[config.mk]
export PLATFORM = sky130hd
export DESIGN_NAME = dualside_conv_seq
export DESIGN_NICKNAME = d
export VERILOG_FILES = /design/src/rtl/dsc_pkg.sv /design/src/rtl/dsc_fsm.sv /design/src/rtl/dsc_prep_timer.sv /design/src/rtl/dsc_side_track.sv /design/src/rtl/dualside_conv_seq.sv
export SDC_FILE = /design/constraint.sdc
export NUM_CORES = 1
export LEC_CHECK = 0
export BUFFER_PORTS_ARGS = -buffer_cell sky130_fd_sc_hd__buf_2
export CORE_UTILIZATION = 45
export CTS_BUF_LIST = sky130_fd_sc_hd__clkbuf_8
export CTS_CLUSTER_DIAMETER = 30
export DETAILED_ROUTE_END_ITERATION = 10
export PLACE_DENSITY = 0.66
export SLEW_MARGIN = 30
export SYNTH_ARGS = -nofsm -noshare
export SYNTH_HDL_FRONTEND = slang
export SYNTH_SLANG_ARGS = --single-unit
[constraint.sdc]
create_clock -name clk -period 2 [get_ports clk]
set_input_delay 0.4 -clock clk [delete_from_list [all_inputs] [get_ports clk]]
set_output_delay 0.4 -clock clk [all_outputs]
set_load 0.01 [all_outputs]
[src/rtl/dsc_pkg.sv]
package dsc_pkg;

  typedef enum logic [3:0] {
    ST_WAIT_N   = 4'd1,
    ST_PREP_N   = 4'd2,
    ST_INTEG_N  = 4'd3,
    ST_LAUNCH_N = 4'd4,
    ST_LAUNCH_I = 4'd5,
    ST_INTEG_I  = 4'd6,
    ST_PREP_I   = 4'd7,
    ST_WAIT_I   = 4'd8
  } dsc_state_e;

  localparam logic SIDE_A = 1'b0;
  localparam logic SIDE_B = 1'b1;

  function automatic logic is_wait(input dsc_state_e s);
    return (s == ST_WAIT_N) || (s == ST_WAIT_I);
  endfunction

  function automatic logic is_prep(input dsc_state_e s);
    return (s == ST_PREP_N) || (s == ST_PREP_I);
  endfunction

  function automatic logic is_launch(input dsc_state_e s);
    return (s == ST_LAUNCH_N) || (s == ST_LAUNCH_I);
  endfunction

endpackage

[src/rtl/dsc_fsm.sv]
module dsc_fsm
  import dsc_pkg::*;
#(
  parameter bit INVERT_CONV = 1'b0
) (
  input  logic       clk,
  input  logic       rst_n,
  input  logic       conv,
  input  logic       busy,
  output dsc_state_e state_q,
  output logic       launch_enter,
  output logic       wait_exit,
  output logic       prep_enter,
  output logic       prep_exit,
  output logic       in_prep
);

  localparam dsc_state_e RESET_ST = INVERT_CONV ? ST_WAIT_I : ST_WAIT_N;

  dsc_state_e state_d;
  logic       state_en;

  // next-state process
  always_comb begin
    state_d = state_q;
    unique case (state_q)
      ST_WAIT_N:   if (!busy) state_d = ST_PREP_N;
      ST_PREP_N:   if (conv)  state_d = ST_INTEG_N;
      ST_INTEG_N:  if (!conv) state_d = ST_LAUNCH_N;
      ST_LAUNCH_N: if (busy)  state_d = ST_WAIT_N;
      ST_WAIT_I:   if (!busy) state_d = ST_PREP_I;
      ST_PREP_I:   if (!conv) state_d = ST_INTEG_I;
      ST_INTEG_I:  if (conv)  state_d = ST_LAUNCH_I;
      ST_LAUNCH_I: if (busy)  state_d = ST_WAIT_I;
      default:                state_d = RESET_ST;
    endcase
  end

  assign state_en = (state_d != state_q);

  // register process
  always_ff @(posedge clk or negedge rst_n) begin
    if (!rst_n) begin
      state_q <= RESET_ST;
    end else if (state_en) begin
      state_q <= state_d;
    end
  end

  assign in_prep      = is_prep(state_q);
  assign launch_enter = state_en && is_launch(state_d);
  assign wait_exit    = state_en && is_wait(state_q);
  assign prep_enter   = state_en && is_prep(state_d);
  assign prep_exit    = state_en && in_prep;

  // busy-wait state holds while busy is high
  p_wait_hold_r2: assert property (@(posedge clk) disable iff (!rst_n)
    (is_wait(state_q) && busy) |=> (state_q == $past(state_q)));

  // prep state leaves on the first high conv sample
  p_prep_leave_r3: assert property (@(posedge clk) disable iff (!rst_n)
    (state_q == ST_PREP_N && conv) |=> (state_q == ST_INTEG_N));

  // integrate state holds while conv is high
  p_integ_hold_r4: assert property (@(posedge clk) disable iff (!rst_n)
    (state_q == ST_INTEG_N && conv) |=> (state_q == ST_INTEG_N));

  // launch state ignores conv while busy is low
  p_launch_hold_r5: assert property (@(posedge clk) disable iff (!rst_n)
    (is_launch(state_q) && !busy) |=> (state_q == $past(state_q)));

  // mirrored prep state leaves on a low conv sample
  p_mirror_prep_r7: assert property (@(posedge clk) disable iff (!rst_n)
    (state_q == ST_PREP_I && !conv) |=> (state_q == ST_INTEG_I));

endmodule

[src/rtl/dsc_prep_timer.sv]
module dsc_prep_timer #(
  parameter int unsigned MIN_PREP_CLKS = 16,
  parameter bit          WARN_EN       = 1'b1
) (
  input  logic clk,
  input  logic rst_n,
  input  logic in_prep,
  input  logic prep_enter,
  input  logic prep_exit,
  output logic short_prep
);

  localparam int unsigned CW = $clog2(MIN_PREP_CLKS + 1);
  localparam logic [CW-1:0] LIMIT = CW'(MIN_PREP_CLKS);

  logic [CW-1:0] dwell_q, dwell_d;
  logic          dwell_en;
  logic          warn_q, warn_d;

  always_comb begin
    dwell_en = 1'b0;
    dwell_d  = dwell_q;
    if (prep_enter) begin
      dwell_en = 1'b1;
      dwell_d  = CW'(1);
    end else if (in_prep && !prep_exit && (dwell_q < LIMIT)) begin
      dwell_en = 1'b1;
      dwell_d  = dwell_q + CW'(1);
    end
    warn_d = prep_exit && (dwell_q < LIMIT) && WARN_EN;
  end

  always_ff @(posedge clk or negedge rst_n) begin
    if (!rst_n) begin
      dwell_q <= '0;
    end else if (dwell_en) begin
      dwell_q <= dwell_d;
    end
  end

  always_ff @(posedge clk or negedge rst_n) begin
    if (!rst_n) begin
      warn_q <= 1'b0;
    end else begin
      warn_q <= warn_d;
    end
  end

  assign short_prep = warn_q;

  // warning is a single-clock pulse
  p_warn_pulse_r8: assert property (@(posedge clk) disable iff (!rst_n)
    short_prep |=> !short_prep);

  // warning only follows a prep state
  p_warn_after_prep_r8: assert property (@(posedge clk) disable iff (!rst_n)
    short_prep |-> $past(in_prep));

endmodule

[src/rtl/dsc_side_track.sv]
module dsc_side_track #(
  parameter logic INIT_SIDE = 1'b0
) (
  input  logic clk,
  input  logic rst_n,
  input  logic launch_enter,
  input  logic wait_exit,
  output logic int_side,
  output logic meas_side,
  output logic meas_start,
  output logic dvalid
);

  logic side_q, mside_q, start_q, dv_q, pend_q;
  logic side_en, pend_d, pend_en;

  always_comb begin
    side_en = launch_enter;
    pend_en = launch_enter || wait_exit;
    pend_d  = launch_enter;
  end

  always_ff @(posedge clk or negedge rst_n) begin
    if (!rst_n) begin
      side_q  <= INIT_SIDE;
      mside_q <= 1'b0;
    end else if (side_en) begin
      side_q  <= ~side_q;
      mside_q <= side_q;
    end
  end

  always_ff @(posedge clk or negedge rst_n) begin
    if (!rst_n) begin
      pend_q <= 1'b0;
    end else if (pend_en) begin
      pend_q <= pend_d;
    end
  end

  always_ff @(posedge clk or negedge rst_n) begin
    if (!rst_n) begin
      start_q <= 1'b0;
      dv_q    <= 1'b0;
    end else begin
      start_q <= launch_enter;
      dv_q    <= wait_exit && pend_q;
    end
  end

  assign int_side   = side_q;
  assign meas_side  = mside_q;
  assign meas_start = start_q;
  assign dvalid     = dv_q;

  // start request lasts one clock
  p_start_pulse_r5: assert property (@(posedge clk) disable iff (!rst_n)
    meas_start |=> !meas_start);

  // each start swaps the integrating side
  p_side_swap_r5: assert property (@(posedge clk) disable iff (!rst_n)
    meas_start |-> (int_side != $past(int_side)));

  // data-valid lasts one clock
  p_dv_pulse_r6: assert property (@(posedge clk) disable iff (!rst_n)
    dvalid |=> !dvalid);

  // reported side is the one swapped out
  p_dv_side_r6: assert property (@(posedge clk) disable iff (!rst_n)
    dvalid |-> (meas_side != int_side));

endmodule

[src/rtl/dualside_conv_seq.sv]
module dualside_conv_seq
  import dsc_pkg::*;
#(
  parameter bit          INVERT_CONV     = 1'b0,
  parameter int unsigned MIN_PREP_CLKS   = 16,
  parameter bit          WARN_EN         = 1'b1,
  parameter int unsigned RST_SYNC_STAGES = 2
) (
  input  logic       clk,
  input  logic       rst_n,
  input  logic       conv,
  input  logic       busy,
  output logic       int_side,
  output logic       meas_start,
  output logic       dvalid,
  output logic       meas_side,
  output logic       short_prep,
  output logic [3:0] state_num
);

  localparam logic INIT_SIDE = INVERT_CONV ? SIDE_B : SIDE_A;

  // reset: asynchronous assert, synchronous release
  logic [RST_SYNC_STAGES-1:0] rsync_q;
  logic                       rst_int_n;

  generate
    for (genvar g = 0; g < RST_SYNC_STAGES; g++) begin : g_rsync
      always_ff @(posedge clk or negedge rst_n) begin
        if (!rst_n) begin
          rsync_q[g] <= 1'b0;
        end else begin
          if (g == 0) rsync_q[g] <= 1'b1;
          else        rsync_q[g] <= rsync_q[(g == 0) ? 0 : g-1];
        end
      end
    end
  endgenerate

  assign rst_int_n = rsync_q[RST_SYNC_STAGES-1];

  dsc_state_e state_q;
  logic       launch_enter, wait_exit, prep_enter, prep_exit, in_prep;

  dsc_fsm #(
    .INVERT_CONV (INVERT_CONV)
  ) u_fsm (
    .clk          (clk),
    .rst_n        (rst_int_n),
    .conv         (conv),
    .busy         (busy),
    .state_q      (state_q),
    .launch_enter (launch_enter),
    .wait_exit    (wait_exit),
    .prep_enter   (prep_enter),
    .prep_exit    (prep_exit),
    .in_prep      (in_prep)
  );

  dsc_prep_timer #(
    .MIN_PREP_CLKS (MIN_PREP_CLKS),
    .WARN_EN       (WARN_EN)
  ) u_timer (
    .clk        (clk),
    .rst_n      (rst_int_n),
    .in_prep    (in_prep),
    .prep_enter (prep_enter),
    .prep_exit  (prep_exit),
    .short_prep (short_prep)
  );

  dsc_side_track #(
    .INIT_SIDE (INIT_SIDE)
  ) u_side (
    .clk          (clk),
    .rst_n        (rst_int_n),
    .launch_enter (launch_enter),
    .wait_exit    (wait_exit),
    .int_side     (int_side),
    .meas_side    (meas_side),
    .meas_start   (meas_start),
    .dvalid       (dvalid)
  );

  assign state_num = state_q;

  // state number stays within 1..8
  p_state_range_r9: assert property (@(posedge clk) disable iff (!rst_int_n)
    (state_num >= 4'd1) && (state_num <= 4'd8));

  // data-valid follows a low busy sample
  p_dv_busy_low_r6: assert property (@(posedge clk) disable iff (!rst_int_n)
    dvalid |-> !$past(busy));

  // start request follows a conv edge level, never busy high
  p_start_idle_r5: assert property (@(posedge clk) disable iff (!rst_int_n)
    meas_start |-> !$past(busy));

endmodule

Word-level counts from Yosys, hierarchy flattened
Cells that the tools add are included.
{"block": "op_classes", "add_sub_neg": 1, "bitwise": 1, "reduce_logical": 16, "n_mux": 13, "eq_ne": 13, "magnitude_cmp": 1}
{"cell": "2-to-1 mux 4 bit", "count": 8}
{"cell": "case mux 4 bit (8 select lines)", "count": 1}
{"cell": "equality test 4 x 3 -> 1 bit (second input constant)", "count": 7}
{"cell": "equality test 4 x 2 -> 1 bit (second input constant)", "count": 3}
{"cell": "2-to-1 mux 5 bit", "count": 2}
{"cell": "logical AND 1 bit", "count": 8}
{"cell": "adder 5 x 1 -> 5 bit (second input constant)", "count": 1}
{"cell": "logical OR 1 bit", "count": 5}
{"cell": "less-than comparator 5 bit (second input constant)", "count": 1}
{"cell": "equality test 4 x 1 -> 1 bit (second input constant)", "count": 1}
{"cell": "equality test 4 bit (second input constant)", "count": 1}
{"cell": "!= test 4 bit", "count": 1}
{"cell": "2-to-1 mux 1 bit", "count": 2}
{"cell": "AND reduction 2 bit", "count": 1}
{"cell": "nonzero test 2 bit", "count": 1}
{"cell": "zero test 1 bit", "count": 1}
{"cell": "inverter 1 bit", "count": 1}
{"block": "totals", "in_bits": 4, "reg_bits": 17, "word_cells": 55, "out_inout_bits": 9}

Longest topological paths before layout
{"block": "logic_depth", "depth_word": 10, "depth_mapped": 5, "mapped_depth_nobuf": 4}

Modules after synthesis
Synthesis repeated with hierarchy kept, for this count alone.
{"block": "hier_totals", "hier_cells": 76, "area_unflattened_um2": 838.3}
{"mod": "dsc_fsm", "n_inst": 1, "seq_area_each_um2": 101.3, "area_each_um2": 341.6, "cells_per_inst": 41}
{"mod": "dsc_prep_timer", "n_inst": 1, "seq_area_each_um2": 150.1, "area_each_um2": 275.3, "cells_per_inst": 22}
{"mod": "dsc_side_track", "n_inst": 1, "seq_area_each_um2": 125.1, "area_each_um2": 167.7, "cells_per_inst": 10}
{"mod": "dualside_conv_seq", "n_inst": 1, "seq_area_each_um2": 50.0, "area_each_um2": 53.8, "cells_per_inst": 3}

Least setup slack after synthesis
Ideal clock, no wire load.
{"block": "synth_timing", "kind": "flip-flop to flip-flop", "startpoint": "register u_fsm.state_q[0]", "endpoint": "register u_side.mside_q, in the netlist u_side.meas_side", "setup_slack_ns": 0.422, "synth_period_minus_slack_ns": 1.578, "required_time_ns": 1.875, "path_buffers": 1, "stages_incl_launch_ff": 6, "arrival_ns": 1.453, "setup_time_ns": 0.125, "path_cell_list": "dfstp_2 > buf_6 > and2b_1 > mux2i_1 > nand2b_4 > mux2_4"}
{"block": "synth_between", "elab_chain_cells": 5, "elab_cells_between_ends": 22, "cone_classes": "11 x eq/ne; 9 x mux; 2 x reduce/logical"}
{"element": "from (decl)", "line_no": "dsc_fsm.sv:10", "rtl": "output dsc_state_e state_q,"}
{"element": "from (signal assigned)", "line_no": "dsc_fsm.sv:46", "rtl": "state_q <= state_d;"}
{"element": "equality test 4 x 3 -> 1 bit (tied with other cells)", "line_no": "dsc_fsm.sv:26", "rtl": "unique case (state_q)"}
{"element": "case mux 4 bit (8 select lines)", "line_no": "dsc_fsm.sv:26"}
{"element": "equality test 4 x 3 -> 1 bit", "line_no": "dsc_pkg.sv:26", "rtl": "return (s == ST_LAUNCH_N) || (s == ST_LAUNCH_I);"}
{"element": "logical OR 1 bit", "line_no": "dsc_pkg.sv:26"}
{"element": "logical AND 1 bit (*)", "line_no": "dsc_fsm.sv:51", "rtl": "assign launch_enter = state_en && is_launch(state_d);"}
{"element": "to (signal assigned)", "line_no": "dsc_side_track.sv:29", "rtl": "mside_q <= side_q;"}
{"element": "to (decl)", "line_no": "dsc_side_track.sv:14", "rtl": "logic side_q, mside_q, start_q, dv_q, pend_q;"}
Mark *: on every way between the ends. The rest lies on a longest branch, timed or not.
A chain may end at the register's enable or synchronous reset.

Worst setup path in the final report
Same ends and word-level chain as after synthesis.

==> run summary <==
The run finished with clean final reports. The delay of the slowest critical-path stage came out at 0.62 ns. The area of the placeable core is 1727 um2. The number of antenna violations at the first check in global routing is 0. In this run the cell area measured after placement is 897.1 um2. The die is 44.74 um wide. The final clock period utilization by the worst path came out at 79.44%. For the worst-skew pair, the clock arrives at the later sink with an insertion delay of 0.25 ns. The final sum of negative setup slack is 0 ns. The clock transition at the registers of the reported paths came out at 0.07 ns. The biggest area contributor in the post-synthesis netlist is sky130_fd_sc_hd__dfrtp_1. Setup repair after global routing left no endpoint under its margin. The worst path needs 1.589 ns of the cycle, external delays included.

The antenna cell count came out at 0. For this design the static power due to leakage is 0.5039 nW. Summing over every cut layer, the via total after detailed routing is 573. The maximum level of the CTS H-tree came out at 1. The peak ir drop on the vdd network came out at 686.7 uV. The met3 usage is 6.000%. For this configuration, the core starts out at a cell density of 47.61%.

The commonest cells after synthesis are sky130_fd_sc_hd__dfrtp_1 (16), sky130_fd_sc_hd__nand2_1 (9), sky130_fd_sc_hd__mux2i_1 (6). For this run, the leading register cell type out of synthesis is sky130_fd_sc_hd__dfrtp_1. After detailed routing, the average wire length per cell comes to 11.73 um. The first-pass GRT wire length came out at 2497 um. By instance count, the leading cell after synthesis is sky130_fd_sc_hd__dfrtp_1. The fraction of power consumed by the clock network came out at 19.3%. In this run, the number of DRC markers left after iteration 0 of detailed routing was 6. The final clock skew came out at 0.006966 ns. The number of iterations in the first detailed-routing pass is 4. The worst-case clock buffer depth is 2.

The setup-violating endpoint count in the final report came out at 0. In the synthesized netlist, the number of instances is 77. The synthesized netlist contains 30 unique library cells. The HPWL after detailed placement is 1010 um. The highest-delay cell along the critical path is sky130_fd_sc_hd__dfstp_2. The number of flops mapped to enable cells by yosys came out at 0.

STA classifies the critical path endpoint as a flop. Among cell families on the critical path, the largest total delay comes from flip-flops. The proportion of total power due to net switching came out at 36.49%. Yosys printed 0 warnings. After detailed routing, the total wire length is 1372 um. During placement, the flow inserted port buffers numbering 12. The busiest metal layer after global routing is met2. The final hold violation count is 0. The total track usage is 17.39%.

Relative to the synthesized area, the layout overhead comes to 15.98%. In this run the mean area of a mapped cell was 10.68 um2. After synthesis the netlist holds a flip-flop and latch count of 17. The arrival time at the worst endpoint is 1.73 ns. The highest fanout seen on the critical path came out at 11. The number of pins exceeding their max-slew limit in the final report came out at 0. The peak clock frequency supported by timing came out at 0.6294 GHz. The post-route DRC violation count is 0. The die is 44.74 um tall.

The count of max-cap constraint violations is 0. The startpoint class of the critical path is a flop. The count of cells resized by post-cts repair is 0. Sorting the synthesized cells by area gives the leading types as sky130_fd_sc_hd__dfrtp_1 (49%), sky130_fd_sc_hd__mux2i_1 (7.3%), sky130_fd_sc_hd__nand2_1 (4.1%).

The worst hold slack across all endpoints came out at 0.2578 ns. After synthesis, the share of flip-flops with an asynchronous set or reset is 100.0%. In this run the tightest slew margin relative to its limit is 58.43%. The internal power came out at 0.8292 mW. The post-synth net total came out at 82.

The tree is rooted in a sky130_fd_sc_hd__clkbuf_8. The fraction of the yosys area taken by sequential cells is 51.90%. The share of the synthesized area in the top cell type came out at 48.71%. The actual transition at the worst max-transition pin is 0.6235 ns. The post-route netlist has 25.00% of its cells at a drive strength greater than 1. The die footprint came out at 2002 um2. The met2 track demand over resource is 28.82%.

The min-delay analysis places its worst path in the category flop to async pin. The maximum number of pins on one net before global-route repair came out at 16. The layout net count came out at 98. The sequential cell fraction of total power is 45.1%. The worst setup path is of the flop to flop kind. The number of core rows came out at 15. The reported net switching power is 0.4764 mW. The final-layout fill cell count is 153.

The post-route cell area came out at 953.4 um2. The number of buffers and inverters on the critical path is 0. The number of global-route vias before repair came out at 578. The number of vias per cell came out at 4.897. Traced cell by cell, the critical path runs through and2b_1 -> mux2i_1 -> nand2b_4 -> mux2_4. The cell area after synthesis came out at 822.0 um2. The portion of total power attributed to combinational logic came out at 35.6%. The number of top-level design ports came out at 13. The leftover overflow at the end of global routing is 0.

The number of nets with antenna violations after detailed routing is 0. In the global route stage, met1 resource usage came out at 22.98%. Clock tree synthesis inserted a total of 3 buffers. Power spread over the standard cell area amounts to 1369 nW/um2.

The tree built by TritonCTS fans out to 17 sinks. At the end of routability-driven placement, the weighted congestion stood at 0.6590. The required time of the critical path came out at 2.14 ns. The TritonCTS clock tree is done.
per-stage QoR:
stage               instances  total power [mW]  util, %  worst slack (ns)
detailed placement        112             1.066    51.96            0.4089
floorplan                  77            0.9410        -            0.4216
CTS                       117             1.324    55.22            0.4058
finish                    117             1.306    55.22            0.4112
global placement          112             1.046    51.96            0.4567
global route              117             1.421    55.22            0.3196
state kept, by name, summed over array words and instances, names as in the netlist:
register            cells
u_fsm.state_q           4
u_side.meas_start       1
rsync_q                 1
u_timer.dwell_q         5
u_side.dvalid           1
u_side.pend_q           1
u_timer.short_prep      1
u_side.meas_side        1
rst_int_n               1
u_side.int_side         1
worst paths after layout:
check                                 start                 end  slack [ns]  cells after the start
hold reg to reg                   rst_int_n       u_side.dvalid        0.26                      0
setup / recovery           u_fsm.state_q[0]    u_side.meas_side        0.41                      4
setup reg to reg           u_fsm.state_q[0]    u_side.meas_side        0.41                      4
max in group asynchronous         rst_int_n  u_timer.dwell_q[2]        1.33                      0
hold / removal                    rst_int_n       u_side.dvalid        0.26                      0
min in group clk                 rsync_q[0]           rst_int_n        0.36                      0
routing by layer:
| metal | vias to the layer above | routed length [um] |
|---|---|---|
| met2 | 12 | 681 |
| li1 | 288 | - |
| met4 | 0 | 0 |
| met1 | 273 | 636 |
| met5 | - | 0 |
| met3 | 0 | 54 |
what timing repair did:
action	4_1_cts	5_1_grt
setup buffers	0	0
hold buffers	1	0
setup endpoints to repair	0	0
hold endpoints to repair	2	0
area by class of cell:
class / count / area [um2] / area share, %
Timing Repair Buffer: 13 / 70.07 / 7.349
Multi-Input combinational cell: 54 / 364.1 / 38.19
Clock inverter: 1 / 5.005 / 0.5249
Sequential cell: 17 / 426.7 / 44.75
Clock buffer: 3 / 41.29 / 4.331
Inverter: 4 / 15.01 / 1.575
Tap cell: 25 / 31.28 / 3.281
power groups by stage:
| stage | clock network [mW] | logic [mW] | registers, mW |
|---|---|---|---|
| floorplan | 0 | 0.368 | 0.573 |
| global placement | 0 | 0.457 | 0.589 |
| detailed placement | 0 | 0.470 | 0.597 |
| CTS | 0.262 | 0.473 | 0.589 |
| global route | 0.275 | 0.529 | 0.617 |
| finish | 0.252 | 0.465 | 0.589 |
logic make-up after synthesis:
logic type      count (synthesis)  share of synthesized area (%)
other cells                     1                         0.4562
xor+xnor                        2                          2.131
mux                             7                          9.132
fa+ha+maj                       1                          1.522
simple gates                   37                          25.87
buf+inv                         6                          3.804
compound gates                  6                          5.175
flops                          17                          51.90
worst register-to-register path: cells and delay by family, from the launching register on:
family	cells	cell delay (ns)
DFF	1	0.62
muxes	2	0.47
and+or+nand+nor	2	0.39
layout by cell type, fill, tap and decap left out, types with 2 or more instances in the layout:
master,n
sky130_fd_sc_hd__xnor2_1,2
sky130_fd_sc_hd__a21oi_1,2
sky130_fd_sc_hd__nand2_1,9
sky130_fd_sc_hd__and2b_1,2
sky130_fd_sc_hd__nor2_1,4
sky130_fd_sc_hd__dfrtp_1,16
sky130_fd_sc_hd__nor3_1,4
sky130_fd_sc_hd__inv_1,4
sky130_fd_sc_hd__clkbuf_8,3
sky130_fd_sc_hd__nand2b_1,3
sky130_fd_sc_hd__nor3b_1,2
sky130_fd_sc_hd__and3_1,2
sky130_fd_sc_hd__nor2b_1,3
sky130_fd_sc_hd__nand3_1,2
sky130_fd_sc_hd__buf_2,12
sky130_fd_sc_hd__mux2i_1,6
No activity file was read; power rests on OpenSTA's default activity.
